<file path="src/rtl/rtc_pkg.sv">
package rtc_pkg;

  typedef struct packed {
    logic [7:0] year;
    logic [7:0] mon;
    logic [7:0] date;
    logic [7:0] dow;
    logic [7:0] hour;
    logic [7:0] min;
    logic [7:0] sec;
  } rtc_time_t;

  localparam rtc_time_t TIME_RESET = '{year: 8'h00, mon: 8'h01, date: 8'h01,
                                       dow: 8'h01, hour: 8'h00, min: 8'h00,
                                       sec: 8'h00};

  // One BCD step: {carry, next}. Wraps to 'first' after 'last'.
  function automatic logic [8:0] bcd_step(logic [7:0] v, logic [7:0] last,
                                          logic [7:0] first);
    if (v == last) return {1'b1, first};
    if (v[3:0] == 4'd9) return {1'b0, v[7:4] + 4'd1, 4'd0};
    return {1'b0, v[7:4], v[3:0] + 4'd1};
  endfunction

  // Last valid date of a month, both arguments in BCD.
  function automatic logic [7:0] month_last(logic [7:0] mon, logic [7:0] yr);
    logic leap;
    if (yr[4]) leap = (yr[3:0] == 4'd2) || (yr[3:0] == 4'd6);
    else       leap = (yr[3:0] == 4'd0) || (yr[3:0] == 4'd4) || (yr[3:0] == 4'd8);
    case (mon)
      8'h02:                      return leap ? 8'h29 : 8'h28;
      8'h04, 8'h06, 8'h09, 8'h11: return 8'h30;
      default:                    return 8'h31;
    endcase
  endfunction

endpackage

</file>
<file path="src/rtl/rtc_prescaler.sv">
module rtc_prescaler #(
  parameter int DIV      = 32768,
  parameter int CODE_W   = 5,
  parameter int WIN_BITS = 6
) (
  input  logic              clk,
  input  logic              rst,
  input  logic              en_i,
  input  logic              clr_i,
  input  logic              sq_en_i,
  input  logic              sign_i,
  input  logic [CODE_W-1:0] code_i,
  output logic              tick_o,
  output logic              sq_o
);
  localparam int LOGD   = $clog2(DIV);
  localparam int PW     = $clog2(DIV + 2);
  localparam int SQ_BIT = (LOGD > 10) ? LOGD - 10 : 0;
  localparam logic [PW-1:0] LAST_NOM  = PW'(DIV - 1);
  localparam logic [PW-1:0] LAST_FAST = PW'(DIV - 3);
  localparam logic [PW-1:0] LAST_SLOW = PW'(DIV + 1);

  logic [PW-1:0]       pre_q;
  logic [WIN_BITS-1:0] win_q;
  logic [WIN_BITS-1:0] code_ext;
  logic                trim_act;
  logic [PW-1:0]       last;
  logic                sq_q;

  assign code_ext = WIN_BITS'(code_i);
  assign trim_act = (win_q < code_ext);

  always_comb begin
    if (!trim_act)   last = LAST_NOM;
    else if (sign_i) last = LAST_FAST;
    else             last = LAST_SLOW;
  end

  assign tick_o = en_i && (pre_q == last);

  always_ff @(posedge clk) begin
    if (rst || clr_i) begin
      pre_q <= '0;
      win_q <= '0;
    end else if (en_i) begin
      pre_q <= tick_o ? '0 : pre_q + 1'b1;
      if (tick_o) win_q <= win_q + 1'b1;
    end
  end

  always_ff @(posedge clk) begin
    if (rst) sq_q <= 1'b0;
    else     sq_q <= sq_en_i && pre_q[SQ_BIT];
  end
  assign sq_o = sq_q;

  assert_pre_range_R1: assert property (@(posedge clk) disable iff (rst)
    pre_q <= LAST_SLOW);
  assert_tick_gap_R9: assert property (@(posedge clk) disable iff (rst)
    tick_o |=> !tick_o);
  assert_halt_hold_R7: assert property (@(posedge clk) disable iff (rst)
    (!en_i && !clr_i) |=> $stable(pre_q));
endmodule

</file>
<file path="src/rtl/rtc_calendar.sv">
module rtc_calendar
  import rtc_pkg::*;
(
  input  logic      clk,
  input  logic      rst,
  input  logic      tick_i,
  input  logic      load_i,
  input  rtc_time_t load_val_i,
  output rtc_time_t cur_o,
  output rtc_time_t nxt_o,
  output logic      cent_evt_o
);
  rtc_time_t  cur_q, adv;
  logic [8:0] st_s, st_m, st_h, st_w, st_d, st_mo, st_y;
  logic       yr_wrap;

  always_comb begin
    adv   = cur_q;
    st_m  = '0;
    st_h  = '0;
    st_w  = '0;
    st_d  = '0;
    st_mo = '0;
    st_y  = '0;
    yr_wrap = 1'b0;
    st_s    = bcd_step(cur_q.sec, 8'h59, 8'h00);
    adv.sec = st_s[7:0];
    if (st_s[8]) begin
      st_m    = bcd_step(cur_q.min, 8'h59, 8'h00);
      adv.min = st_m[7:0];
      if (st_m[8]) begin
        st_h     = bcd_step(cur_q.hour, 8'h23, 8'h00);
        adv.hour = st_h[7:0];
        if (st_h[8]) begin
          st_w     = bcd_step(cur_q.dow, 8'h07, 8'h01);
          adv.dow  = st_w[7:0];
          st_d     = bcd_step(cur_q.date, month_last(cur_q.mon, cur_q.year), 8'h01);
          adv.date = st_d[7:0];
          if (st_d[8]) begin
            st_mo   = bcd_step(cur_q.mon, 8'h12, 8'h01);
            adv.mon = st_mo[7:0];
            if (st_mo[8]) begin
              st_y     = bcd_step(cur_q.year, 8'h99, 8'h00);
              adv.year = st_y[7:0];
              yr_wrap  = st_y[8];
            end
          end
        end
      end
    end
  end

  always_ff @(posedge clk) begin
    if (rst)         cur_q <= TIME_RESET;
    else if (load_i) cur_q <= load_val_i;
    else if (tick_i) cur_q <= adv;
  end

  assign cur_o      = cur_q;
  assign nxt_o      = tick_i ? adv : cur_q;
  assign cent_evt_o = tick_i && yr_wrap && !load_i;

  assert_sec_wrap_R2: assert property (@(posedge clk) disable iff (rst)
    (tick_i && !load_i && cur_q.sec == 8'h59) |=> (cur_q.sec == 8'h00));
  assert_date_wrap_R3: assert property (@(posedge clk) disable iff (rst)
    (tick_i && !load_i && cur_q.sec == 8'h59 && cur_q.min == 8'h59 &&
     cur_q.hour == 8'h23 && cur_q.date == month_last(cur_q.mon, cur_q.year))
    |=> (cur_q.date == 8'h01));
  assert_hold_R1: assert property (@(posedge clk) disable iff (rst)
    (!tick_i && !load_i) |=> $stable(cur_q));
endmodule

</file>
<file path="src/rtl/rtc_regs.sv">
module rtc_regs
  import rtc_pkg::*;
#(
  parameter int AW     = 4,
  parameter int CODE_W = 5
) (
  input  logic              clk,
  input  logic              rst,
  input  logic              wr_i,
  input  logic              rd_i,
  input  logic [AW-1:0]     addr_i,
  input  logic [7:0]        wdata_i,
  input  rtc_time_t         core_nxt_i,
  input  logic              cent_evt_i,
  output logic [7:0]        rdata_o,
  output rtc_time_t         user_o,
  output logic              commit_o,
  output logic              halt_o,
  output logic              calm_o,
  output logic              sign_o,
  output logic [CODE_W-1:0] code_o
);
  localparam logic [AW-1:0] A_CTRL = AW'(0);
  localparam logic [AW-1:0] A_TRIM = AW'(1);
  localparam logic [AW-1:0] A_SEC  = AW'(2);
  localparam logic [AW-1:0] A_MIN  = AW'(3);
  localparam logic [AW-1:0] A_HOUR = AW'(4);
  localparam logic [AW-1:0] A_DOW  = AW'(5);
  localparam logic [AW-1:0] A_DATE = AW'(6);
  localparam logic [AW-1:0] A_MON  = AW'(7);
  localparam logic [AW-1:0] A_YEAR = AW'(8);

  logic cap_q, lock_q, calm_q, cent_q, halt_q, sign_q;
  logic [CODE_W-1:0] code_q;
  rtc_time_t user_q;
  logic [7:0] rdata_q, rd_mux, trim_byte;
  logic wr_ctrl, cap_rise, wr_time;

  assign wr_ctrl  = wr_i && (addr_i == A_CTRL);
  assign cap_rise = wr_ctrl && wdata_i[0] && !cap_q;
  assign commit_o = wr_ctrl && lock_q && !wdata_i[1];
  assign wr_time  = wr_i && lock_q && (addr_i >= A_SEC) && (addr_i <= A_YEAR);

  always_ff @(posedge clk) begin
    if (rst) begin
      cap_q  <= 1'b0;
      lock_q <= 1'b0;
      calm_q <= 1'b0;
      halt_q <= 1'b1;
      sign_q <= 1'b0;
      code_q <= '0;
    end else begin
      if (wr_ctrl) begin
        cap_q  <= wdata_i[0];
        lock_q <= wdata_i[1];
        calm_q <= wdata_i[2];
      end
      if (wr_i && addr_i == A_TRIM) begin
        halt_q <= wdata_i[7];
        if (calm_q) begin
          sign_q <= wdata_i[5];
          code_q <= wdata_i[CODE_W-1:0];
        end
      end
    end
  end

  always_ff @(posedge clk) begin
    if (rst)                              cent_q <= 1'b0;
    else if (cent_evt_i)                  cent_q <= 1'b1;
    else if (rd_i && addr_i == A_CTRL)    cent_q <= 1'b0;
  end

  always_ff @(posedge clk) begin
    if (rst) begin
      user_q <= TIME_RESET;
    end else if (cap_rise) begin
      user_q <= core_nxt_i;
    end else if (wr_time) begin
      case (addr_i)
        A_SEC:   user_q.sec  <= wdata_i;
        A_MIN:   user_q.min  <= wdata_i;
        A_HOUR:  user_q.hour <= wdata_i;
        A_DOW:   user_q.dow  <= wdata_i;
        A_DATE:  user_q.date <= wdata_i;
        A_MON:   user_q.mon  <= wdata_i;
        default: user_q.year <= wdata_i;
      endcase
    end else if (!cap_q && !lock_q) begin
      user_q <= core_nxt_i;
    end
  end

  always_comb begin
    trim_byte = '0;
    trim_byte[7] = halt_q;
    trim_byte[5] = sign_q;
    trim_byte[CODE_W-1:0] = code_q;
    case (addr_i)
      A_CTRL:  rd_mux = {4'b0000, cent_q, calm_q, lock_q, cap_q};
      A_TRIM:  rd_mux = trim_byte;
      A_SEC:   rd_mux = user_q.sec;
      A_MIN:   rd_mux = user_q.min;
      A_HOUR:  rd_mux = user_q.hour;
      A_DOW:   rd_mux = user_q.dow;
      A_DATE:  rd_mux = user_q.date;
      A_MON:   rd_mux = user_q.mon;
      A_YEAR:  rd_mux = user_q.year;
      default: rd_mux = 8'h00;
    endcase
  end

  always_ff @(posedge clk) begin
    if (rst)       rdata_q <= 8'h00;
    else if (rd_i) rdata_q <= rd_mux;
  end

  assign rdata_o = rdata_q;
  assign user_o  = user_q;
  assign halt_o  = halt_q;
  assign calm_o  = calm_q;
  assign sign_o  = sign_q;
  assign code_o  = code_q;

  assert_frozen_R4: assert property (@(posedge clk) disable iff (rst)
    (cap_q && !lock_q) |=> $stable(user_q));
  assert_trim_guard_R8: assert property (@(posedge clk) disable iff (rst)
    !calm_q |=> $stable({sign_q, code_q}));
  assert_cent_set_R6: assert property (@(posedge clk) disable iff (rst)
    cent_evt_i |=> cent_q);
  assert_cent_clear_R6: assert property (@(posedge clk) disable iff (rst)
    (rd_i && addr_i == A_CTRL && !cent_evt_i) |=> !cent_q);
  assert_rdata_hold_R11: assert property (@(posedge clk) disable iff (rst)
    !rd_i |=> $stable(rdata_q));
endmodule

</file>
<file path="src/rtl/rtc_timekeeper.sv">
module rtc_timekeeper
  import rtc_pkg::*;
#(
  parameter int DIV      = 32768,
  parameter int AW       = 4,
  parameter int CODE_W   = 5,
  parameter int WIN_BITS = 6
) (
  input  logic          clk,
  input  logic          rst,
  input  logic          tick_en,
  input  logic          reg_wr,
  input  logic          reg_rd,
  input  logic [AW-1:0] reg_addr,
  input  logic [7:0]    reg_wdata,
  output logic [7:0]    reg_rdata,
  output logic          sqw_o
);
  rtc_time_t         core_cur, core_nxt, user_w;
  logic              commit_w, halt_w, calm_w, sign_w, tick_w, cent_w;
  logic [CODE_W-1:0] code_w;

  rtc_regs #(.AW(AW), .CODE_W(CODE_W)) regs_i (
    .clk(clk), .rst(rst), .wr_i(reg_wr), .rd_i(reg_rd), .addr_i(reg_addr),
    .wdata_i(reg_wdata), .core_nxt_i(core_nxt), .cent_evt_i(cent_w),
    .rdata_o(reg_rdata), .user_o(user_w), .commit_o(commit_w),
    .halt_o(halt_w), .calm_o(calm_w), .sign_o(sign_w), .code_o(code_w)
  );

  rtc_prescaler #(.DIV(DIV), .CODE_W(CODE_W), .WIN_BITS(WIN_BITS)) div_i (
    .clk(clk), .rst(rst), .en_i(tick_en && !halt_w), .clr_i(commit_w),
    .sq_en_i(calm_w), .sign_i(sign_w), .code_i(code_w),
    .tick_o(tick_w), .sq_o(sqw_o)
  );

  rtc_calendar cal_i (
    .clk(clk), .rst(rst), .tick_i(tick_w), .load_i(commit_w),
    .load_val_i(user_w), .cur_o(core_cur), .nxt_o(core_nxt),
    .cent_evt_o(cent_w)
  );

  assert_commit_load_R5: assert property (@(posedge clk) disable iff (rst)
    commit_w |=> (core_cur == $past(user_w)));
  assert_halt_freeze_R7: assert property (@(posedge clk) disable iff (rst)
    (halt_w && !commit_w) |=> $stable(core_cur));
endmodule

</file>
<file path="config.mk">
export PLATFORM = sky130hd
export DESIGN_NAME = rtc_timekeeper
export DESIGN_NICKNAME = d
export VERILOG_FILES = /design/src/rtl/rtc_pkg.sv /design/src/rtl/rtc_prescaler.sv /design/src/rtl/rtc_calendar.sv /design/src/rtl/rtc_regs.sv /design/src/rtl/rtc_timekeeper.sv
export SDC_FILE = /design/constraint.sdc
export NUM_CORES = 1
export LEC_CHECK = 0
export BUFFER_PORTS_ARGS = -buffer_cell sky130_fd_sc_hd__buf_4
export CORE_MARGIN = 3
export CORE_UTILIZATION = 50
export DETAILED_ROUTE_END_ITERATION = 10
export GPL_TIMING_DRIVEN = 0
export PLACE_DENSITY = 0.64
export SLEW_MARGIN = 30
export SYNTH_ARGS = -nofsm -noshare
export SYNTH_HDL_FRONTEND = slang
export SYNTH_SLANG_ARGS = --single-unit
</file>
<file path="constraint.sdc">
create_clock -name clk -period 4.23 [get_ports clk]
set_input_delay 0.423 -clock clk [delete_from_list [all_inputs] [get_ports clk]]
set_output_delay 0.423 -clock clk [all_outputs]
set_load 0.02 [all_outputs]
</file>
==> results_dict.tcl <==
set metrics [dict create \
    status "complete, no violations" \
    worstReg2RegEnd "cal_i.cur_o[46]" \
    ir_worst_vdd_mv 0.318 \
    yosysSeqAreaShare_pct 36.0 \
    place_inst 1321 \
    top_usage_layer "met2" \
    clkSlewWorstSetupHoldPaths_ns 0.06 \
    io_buffers 24 \
    synthFlopType "dfxtp_1" \
    root_buffer "clkbuf_16" \
    p_leak_nw 3.50 \
    worst_path_largest_cell_delay_ns 0.66 \
    core_area_um2 16700 \
    worstHoldEndpoint "regs_i.calm_o" \
    ys_ff_latch 154 \
    rr_worst_depth 11 \
    syn_area_per_cell_um2 7.97 \
    start_util_pct 51.3 \
    dr.pass1.iters 9 \
    synth_area_um2 8570 \
    met1_usage_pct 46.3 \
    yosys_warnings 0 \
    worstPathCellList "inv_1 > ha_1 > and3_1 > a31oi_2 > a21o_1 > buf_1 > clkbuf_1 > nor3_1 > xor2_1 > nand2_1 > a21oi_1" \
    via_count 8779 \
    cts_num_sinks 154 \
    worstPathArrival_ns 4.42 \
    placementRows 47 \
    die_w_um 137 \
    antenna_found_initial 0 \
    critPathMaxFanout 10 \
    syn_nets 1123 \
    fin_nets 1167 \
    hpwl_um 23100 \
    grt_usage_pct 33.4 \
    worst_skew_pair.late_latency_ns 0.45 \
    fin_crit_sh_pct 96.4 \
    fp.dieArea_um2 18700 \
    cts_setup_buffers 0 \
    rsz0062_at_grt "no" \
    hold_depth 3 \
    gr-usage-met2_pct 50.2 \
    min_path_type "input pin to flip-flop" \
    drc_errors 0 \
    via_per_inst 6.49 \
    power_density_nw_per_um2 335 \
    overflow 0 \
    antenna_cells 0 \
    setup-violations-final 0 \
    h-tree-depth 4 \
    yosysUniqueCellTypes 70 \
    worst_setup_path_start_kind "flip-flop" \
    slew_violations 0 \
    post_cts_resized 0 \
    max-slew-margin-rel_pct 29.2 \
    fin_tns_setup_ns 0 \
    max_freq_mhz 245 \
    clockBufferDepth 2 \
    grt_first_pass_wirelength_um 46600 \
    synthArstFlopShare_pct 0 \
    reg2reg_from "regs_i.code_o[4]" \
    met3_usage_pct 6.07 \
    hold_violations 0 \
    final_core_utilization_pct 58.0 \
    wl_per_cell_um 23.2 \
    drive_above_1_share_pct 7.68 \
    fin_crit_ns 4.08 \
    hold_buffers 0 \
    pin_count 26 \
    wl_um 31300 \
    cpMaxStageDelayCell "a31oi_2" \
    fp.dieH_um 137 \
    endpoint_kind "flip-flop" \
    fin_cells 1353 \
    gp_congestion 1.04 \
    drv_cap 0 \
    synth_edf_count 0 \
    fin_skew_ns 0.00862 \
    hold_start "reg_wdata[2]" \
    grt_pass1_vias 7884 \
    cts_tree "built" \
    numCtsBuffers 17 \
    grt_max_degree 17 \
    drt_iter0_drc 1112 \
    crit_required_ns 4.57 \
    r2r_slack_ns 0.15 \
    syn2layout_area_growth_pct 13.1 \
    detail-route-antenna-nets 0 \
    synthCells 1076 \
    worst_pin_slew_ns 1.06 \
    crit_type "flip-flop to flip-flop" \
]
==> registers in the layout, summed over array words and instances, names as in the netlist, 5 cells and up <==
signal          count
regs_i.code_o       5
cal_i.cur_o        56
div_i.win_q         6
regs_i.rdata_o      8
regs_i.user_o      56
div_i.pre_q        16
==> critical path: cells and delay by family, from the launching register on <==
family / cells / cell delay (ns)
AO/OA/AOI/OAI: 3 / 1.30
buffers and inverters: 3 / 1.24
AND/OR/NAND/NOR: 3 / 0.45
flip-flops: 1 / 0.39
adder cells (fa/ha/maj): 1 / 0.32
XOR/XNOR: 1 / 0.29
==> per-stage QoR <==
| step | cell area [µm²] | setup slack, ns | power [mW] | hold WS, ns |
|---|---|---|---|---|
| 5_1_grt | 9690 | 0.00204 | 3.29 | 0.257 |
| 4_1_cts | 9690 | 0.263 | 3.22 | 0.239 |
| 2_1_floorplan | 8570 | 1.12 | 1.55 | 0.442 |
| 3_3_place_gp | 9030 | 0.0619 | 1.61 | 0.460 |
| 3_5_place_dp | 9070 | 0.268 | 1.61 | 0.465 |
| 6_report | 9690 | 0.151 | 3.24 | 0.238 |
==> layout by cell type (no fill, tap or decap), types with 7 or more instances in the layout <==
master | netlist | final
buf_1 | 7 | 7
and3_1 | 12 | 12
inv_1 | 34 | 34
a31oi_1 | 11 | 10
a211oi_1 | 52 | 52
nand2_1 | 95 | 95
or3_1 | 7 | 7
xor2_1 | 20 | 20
nor3_1 | 33 | 31
nor2b_1 | 8 | 8
nor4_1 | 13 | 13
nor2_1 | 169 | 169
clkbuf_16 | 0 | 17
o41ai_1 | 7 | 7
nand4_1 | 21 | 21
ha_1 | 30 | 30
a21oi_1 | 77 | 77
dfxtp_1 | 154 | 154
mux2i_1 | 28 | 28
a211o_1 | 10 | 10
nand3_1 | 34 | 34
a221oi_1 | 13 | 13
buf_4 | 0 | 25
a311oi_1 | 12 | 12
o21ai_0 | 37 | 37
a22oi_1 | 13 | 13
clkbuf_1 | 56 | 59
or4_1 | 8 | 8
xnor2_1 | 11 | 11
nand3b_1 | 7 | 7
mux2_2 | 9 | 9
==> Yosys cell counts (all sizes together) (13+ instances only) <==
cell type,number,share of area (%)
nand4,21,1.5
a22oi,13,1.1
nor2,169,7.4
o21ai,39,2.4
mux2i,29,3.4
dfxtp,154,36
clkbuf,56,2.5
a221oi,13,1.3
xor2,20,2.0
nand3,34,2.0
ha,30,4.4
a211oi,54,4.8
nand2,95,4.2
a21oi,77,4.5
nor4,16,1.5
inv,34,1.5
nor3,33,1.9
==> where the power goes <==
group / total, mW / internal, mW / switching (mW)
clock: 1.66 / 1.00 / 0.654
sequential: 1.46 / 1.45 / 0.00603
combinational: 0.125 / 0.0313 / 0.0942
total: 3.24 / 2.49 / 0.754
==> layout make-up <==
type | count | area (µm²)
clock inverters | 11 | 168
repair buffers | 25 | 188
plain buffers | 64 | 241
clock buffers | 21 | 450
well taps | 220 | 275
inverters | 34 | 128
multi-input cells | 824 | 5160
fillers | 1592 | 7010
flip-flops and latches | 154 | 3080
==> logic make-up after synthesis <==
group | after synthesis | share of synthesized area [%]
compound gates | 287 | 23.3
buf+inv | 98 | 4.31
mux | 38 | 4.61
flops | 154 | 36.0
fa+ha+maj | 30 | 4.38
simple gates | 438 | 24.3
xor+xnor | 31 | 3.17
==> per-layer routing <==
metal  vias to the layer above  wire [µm]
met4                         0       1540
met3                       110       3030
met5                         -          0
met2                       466      13400
li1                       4063          -
met1                      4140      13300
==> worst max-delay path by stage <==
stage | startpoint | endpoint | slack, ns
floorplan | cal_i.cur_o[44] | regs_i.user_o[45] | 1.12
global placement | regs_i.code_o[4] | cal_i.cur_o[46] | 0.06
detailed placement | regs_i.code_o[4] | cal_i.cur_o[46] | 0.27
CTS | regs_i.code_o[4] | cal_i.cur_o[46] | 0.26
global route | regs_i.code_o[4] | div_i.pre_q[12] | 0.002
finish | regs_i.code_o[4] | cal_i.cur_o[46] | 0.15
No activity file was read; power rests on OpenSTA's default activity.
